`src/rtl/irq_res_pkg.sv`:
```
package irq_res_pkg;
  localparam int NMI_LEVEL = 16;
  localparam int NMI_CODE  = 0;
endpackage

```
`src/rtl/irq_line_qual.sv`:
```
module irq_line_qual #(
  parameter int PW = 4
) (
  input  logic          req,
  input  logic [PW-1:0] prio,
  input  logic [PW-1:0] mask_lvl,
  input  logic          blk,
  output logic [PW-1:0] lvl_o
);
  always_comb begin
    if (req && !blk && (prio > mask_lvl)) lvl_o = prio;
    else                                  lvl_o = '0;
  end
endmodule

```
`src/rtl/irq_pick.sv`:
```
module irq_pick
  import irq_res_pkg::*;
#(
  parameter int N_EXT = 6,
  parameter int PW    = 4,
  localparam int SW   = $clog2(N_EXT + 1),
  localparam int LW   = PW + 1
) (
  input  logic [N_EXT*PW-1:0] lvls,
  input  logic                nmi_ok,
  output logic                win_vld,
  output logic [SW-1:0]       win_src,
  output logic [LW-1:0]       win_lvl
);
  always_comb begin
    win_vld = 1'b0;
    win_src = '0;
    win_lvl = '0;
    for (int i = 0; i < N_EXT; i++) begin
      if (LW'(lvls[i*PW +: PW]) > win_lvl) begin
        win_vld = 1'b1;
        win_src = SW'(i + 1);
        win_lvl = LW'(lvls[i*PW +: PW]);
      end
    end
    if (nmi_ok) begin
      win_vld = 1'b1;
      win_src = SW'(NMI_CODE);
      win_lvl = LW'(NMI_LEVEL);
    end
  end
endmodule

```
`src/rtl/irq_prio_resolver.sv`:
```
module irq_prio_resolver #(
  parameter int N_EXT = 6,
  parameter int PW    = 4,
  localparam int SW   = $clog2(N_EXT + 1),
  localparam int LW   = PW + 1
) (
  input  logic                clk,
  input  logic                rst,
  input  logic                req_nmi,
  input  logic [N_EXT-1:0]    req_ext,
  input  logic [N_EXT*PW-1:0] ext_prio,
  input  logic [PW-1:0]       mask_lvl,
  input  logic                blk,
  input  logic                lp_mode,
  output logic                acc_stb,
  output logic [SW-1:0]       acc_src,
  output logic [LW-1:0]       acc_lvl,
  output logic                wake
);
  logic [N_EXT*PW-1:0] lvls;
  logic                nmi_ok;
  logic                win_vld;
  logic [SW-1:0]       win_src;
  logic [LW-1:0]       win_lvl;
  logic                last_vld;

  for (genvar g = 0; g < N_EXT; g++) begin : g_line
    irq_line_qual #(.PW(PW)) u_q (
      .req      (req_ext[g]),
      .prio     (ext_prio[g*PW +: PW]),
      .mask_lvl (mask_lvl),
      .blk      (blk),
      .lvl_o    (lvls[g*PW +: PW])
    );
  end

  assign nmi_ok = req_nmi && (!blk || lp_mode);

  irq_pick #(.N_EXT(N_EXT), .PW(PW)) u_pick (
    .lvls    (lvls),
    .nmi_ok  (nmi_ok),
    .win_vld (win_vld),
    .win_src (win_src),
    .win_lvl (win_lvl)
  );

  always_ff @(posedge clk) begin
    if (rst) begin
      acc_stb  <= 1'b0;
      acc_src  <= '0;
      acc_lvl  <= '0;
      wake     <= 1'b0;
      last_vld <= 1'b0;
    end else begin
      acc_stb  <= win_vld && (!last_vld || (win_src != acc_src));
      acc_src  <= win_src;
      acc_lvl  <= win_lvl;
      wake     <= req_nmi && lp_mode;
      last_vld <= win_vld;
    end
  end
endmodule

```
`config.mk`:
```
export PLATFORM = sky130hd
export DESIGN_NAME = irq_prio_resolver
export DESIGN_NICKNAME = d
export VERILOG_FILES = /design/src/rtl/irq_res_pkg.sv /design/src/rtl/irq_line_qual.sv /design/src/rtl/irq_pick.sv /design/src/rtl/irq_prio_resolver.sv
export SDC_FILE = /design/constraint.sdc
export NUM_CORES = 1
export LEC_CHECK = 0
export CORE_ASPECT_RATIO = 1.75
export CORE_MARGIN = 3
export CORE_UTILIZATION = 59
export CTS_CLUSTER_DIAMETER = 120
export DETAILED_ROUTE_END_ITERATION = 10
export DONT_BUFFER_PORTS = 1
export PLACE_DENSITY = 0.88
export SYNTH_ARGS = -nofsm -noshare
export SYNTH_HDL_FRONTEND = slang
export SYNTH_SLANG_ARGS = --single-unit
```
`constraint.sdc`:
```
create_clock -name clk -period 8.45 [get_ports clk]
set_input_delay 0.845 -clock clk [delete_from_list [all_inputs] [get_ports clk]]
set_output_delay 0.845 -clock clk [all_outputs]
set_load 0.05 [all_outputs]
```
==> flow_metrics.env <==
export IMPL_end_kind="register"
export IMPL_avgSynthCellArea_um2=8.19
export IMPL_setup_violations_final=0
export IMPL_path_clk_slew_ns=0.04
export IMPL_final_fill_count=244
export IMPL_cp_startpoint="mask_lvl[1]"
export IMPL_place_gp_congestion=0.912
export IMPL_drt_pass1_iterations=4
export IMPL_tns_ns=0
export IMPL_reg2reg_from="acc_src[2]"
export IMPL_leakage_uw=0.00109
export IMPL_drcViolationCount=0
export IMPL_synthDistinctLibCells=51
export IMPL_track_usage=0.268
export IMPL_ant_nets=0
export IMPL_drt_total_wl_um=6100
export IMPL_synth_edff_count=0
export IMPL_ys_warnings_count=0
export IMPL_dr_total_vias=2130
export IMPL_grt_max_degree=11
export IMPL_rows=27
export IMPL_drv_cap=0
export IMPL_synth_area_um2=2000
export IMPL_dpl_hpwl_um=4670
export IMPL_cts_tree="yes"
export IMPL_viasPerCell=6.78
export IMPL_numPortBuffers=0
export IMPL_grt_pass1_vias=2136
export IMPL_hold_viol=0
export IMPL_status="finished clean"
export IMPL_wl_met2_um=3330
export IMPL_clkSinkCount=11
export IMPL_required_ns=8.61
export IMPL_start_util=0.623
export IMPL_peakVddDrop_v=0.000214
export IMPL_power_uw=732
export IMPL_cpPeakStageDelay_ns=0.39
export IMPL_critPathSlowestCell="a32oi_2"
export IMPL_clock_latency_ns=0.23
export IMPL_yosys_top_cells_area="ha_1, dfxtp_1, inv_1"
export IMPL_synthArstFlopShare=0
export IMPL_fin_crit_sh=0.975
export IMPL_fin_cells=314
export IMPL_die_width_um=50.0
export IMPL_syn_nets=327
export IMPL_met3WireLength_um=398
export IMPL_endpoint="acc_stb"
export IMPL_top_layer="met4"
export IMPL_cts_buffer_depth=2
export IMPL_skew_ns=0.000370
export IMPL_post_drt_wl_per_cell_um=19.4
export IMPL_layout_drive_gt1_share=0.232
export IMPL_cts_hold_buf=0
export IMPL_synth_largest_area_cell="ha_1"
export IMPL_grt_antenna_before_repair=0
export IMPL_crit_fanout=6
export IMPL_die_y_um=83.0
export IMPL_dpl_cell_count=304
export IMPL_fin_nets=355
export IMPL_n_antenna_cell=0
export IMPL_slew_violations=0
export IMPL_period_needed_ns=8.24
export IMPL_worstHoldPathCells=1
export IMPL_ys_seq_area_frac=0.110
export IMPL_dieArea_um2=4150
export IMPL_area_growth_synth_to_final_pct=17.8
export IMPL_fmax_ghz=0.121
export IMPL_r2r_cells=5
export IMPL_power_density_nw_per_um2=311
export IMPL_max_slew_margin=0.573
export IMPL_tightest_slew_ns=0.640
export IMPL_coreArea_um2=3210
export IMPL_cts_buffers=3
export IMPL_synthCells=244
export IMPL_rrSetupSlack_ns=6.75
export IMPL_hold_class="register to register"
export IMPL_final_common_cell="ha_1"
export IMPL_grt_overflow_total=0
export IMPL_cpMostUsedCell="ha_1"
export IMPL_layout_common_cells="ha_1, inv_1, buf_4, a21oi_1, nand2_1"
export IMPL_pin_count=49
export IMPL_synth_ff_type="dfxtp_1"
export IMPL_critPathKind="input pin to register"
export IMPL_r2r_end="acc_stb"
export IMPL_grt_pass1_wl_um=9090
export IMPL_cts_htree_levels=1
export IMPL_synth_top_cell_area_share=0.276
export IMPL_holdWs_ns=0.427
export IMPL_worstPathArrival_ns=8.40
export IMPL_start_kind="input pin"
export IMPL_drtIter0Drc=91
export IMPL_wl_met1_um=2090
export IMPL_root_buffer="clkbuf_8"
export IMPL_ys_ff_latch=11
-- state kept, by name, indices dropped and copies added (netlist names) --
register	flops
acc_stb	1
acc_src	3
acc_lvl	5
wake	1
last_vld	1
-- worst max-delay path: cells and delay by family --
| kind | cells | cell delay (ns) |
|---|---|---|
| AO/OA/AOI/OAI | 18 | 3.52 |
| multiplexers | 2 | 0.71 |
| AND/OR/NAND/NOR | 8 | 1.36 |
| buffers and inverters | 3 | 0.30 |
| adder cells (fa/ha/maj) | 6 | 1.65 |
-- where the power goes --
part | internal (µW) | switching [µW] | leakage, µW | total (µW)
clock network | 33.0 | 17.9 | 0.0000228 | 50.9
registers | 68.4 | 53.3 | 0.0000907 | 122
logic | 257 | 303 | 0.000977 | 559
total | 358 | 374 | 0.00109 | 732
-- repair_timing --
item	in CTS	in global routing
endpoints found under the setup margin	0	9
gates resized for setup	0	14
buffers inserted	0	5
-- layer usage --
metal,vias up,global-route usage
li1,983,-
met5,-,0
met1,1000,0.266
met3,32,0.0323
met4,0,0.139
met2,115,0.512
-- layout make-up --
cell class	instances	area, µm²	area share
clock buffers	4	45.0	0.0191
repair buffers	24	180	0.0766
multi-input cells	207	1760	0.746
inverters	25	97.6	0.0415
flip-flops and latches	11	220	0.0936
well taps	43	53.8	0.0229
-- stage by stage --
stage | worst slack, ns | utilization | instance area (µm²)
floorplan | 0.460 | - | 2000
global placement | 0.154 | 0.679 | 2180
detailed placement | -0.112 | 0.679 | 2180
CTS | 0.118 | 0.693 | 2220
global route | -0.237 | 0.733 | 2350
finish | 0.208 | 0.733 | 2350
-- synth_stat cells, types with 2 or more instances --
library cell / count
a211oi_1: 10
a21o_1: 3
a21oi_1: 17
a31o_1: 2
a31oi_1: 2
a32o_1: 4
a32oi_4: 2
and2_1: 12
and2_2: 2
and2b_1: 2
and3_1: 5
dfxtp_1: 11
ha_1: 44
inv_1: 25
mux2i_1: 2
nand2_1: 15
nand2b_1: 2
nand3_1: 8
nand4_1: 7
nor2_1: 12
nor2b_1: 8
nor3_1: 2
o2111a_1: 2
o211ai_1: 4
o211ai_2: 2
o21a_1: 5
o21ai_0: 4
o21ai_1: 4
o21ai_2: 3
o21ba_2: 2
-- cell families (layout without fill, tap and decap cells) --
group                    after synthesis  count (layout)  synth area share
multiplexers                           4               4            0.0232
adder cells (fa/ha/maj)               44              44             0.276
buffers and inverters                 27              53            0.0551
AND/OR/NAND/NOR                       78              78             0.209
XOR/XNOR                               1               1           0.00438
flip-flops                            11              11             0.110
AO/OA/AOI/OAI                         79              80             0.322
-- how the worst min path moves through the flow --
stage,start,to,slack (ns)
2_1_floorplan,last_vld,acc_stb,0.39
3_3_place_gp,last_vld,acc_stb,0.41
3_5_place_dp,last_vld,acc_stb,0.41
4_1_cts,last_vld,acc_stb,0.42
5_1_grt,last_vld,acc_stb,0.45
6_report,last_vld,acc_stb,0.43
Power figures use the tool's default switching activity.
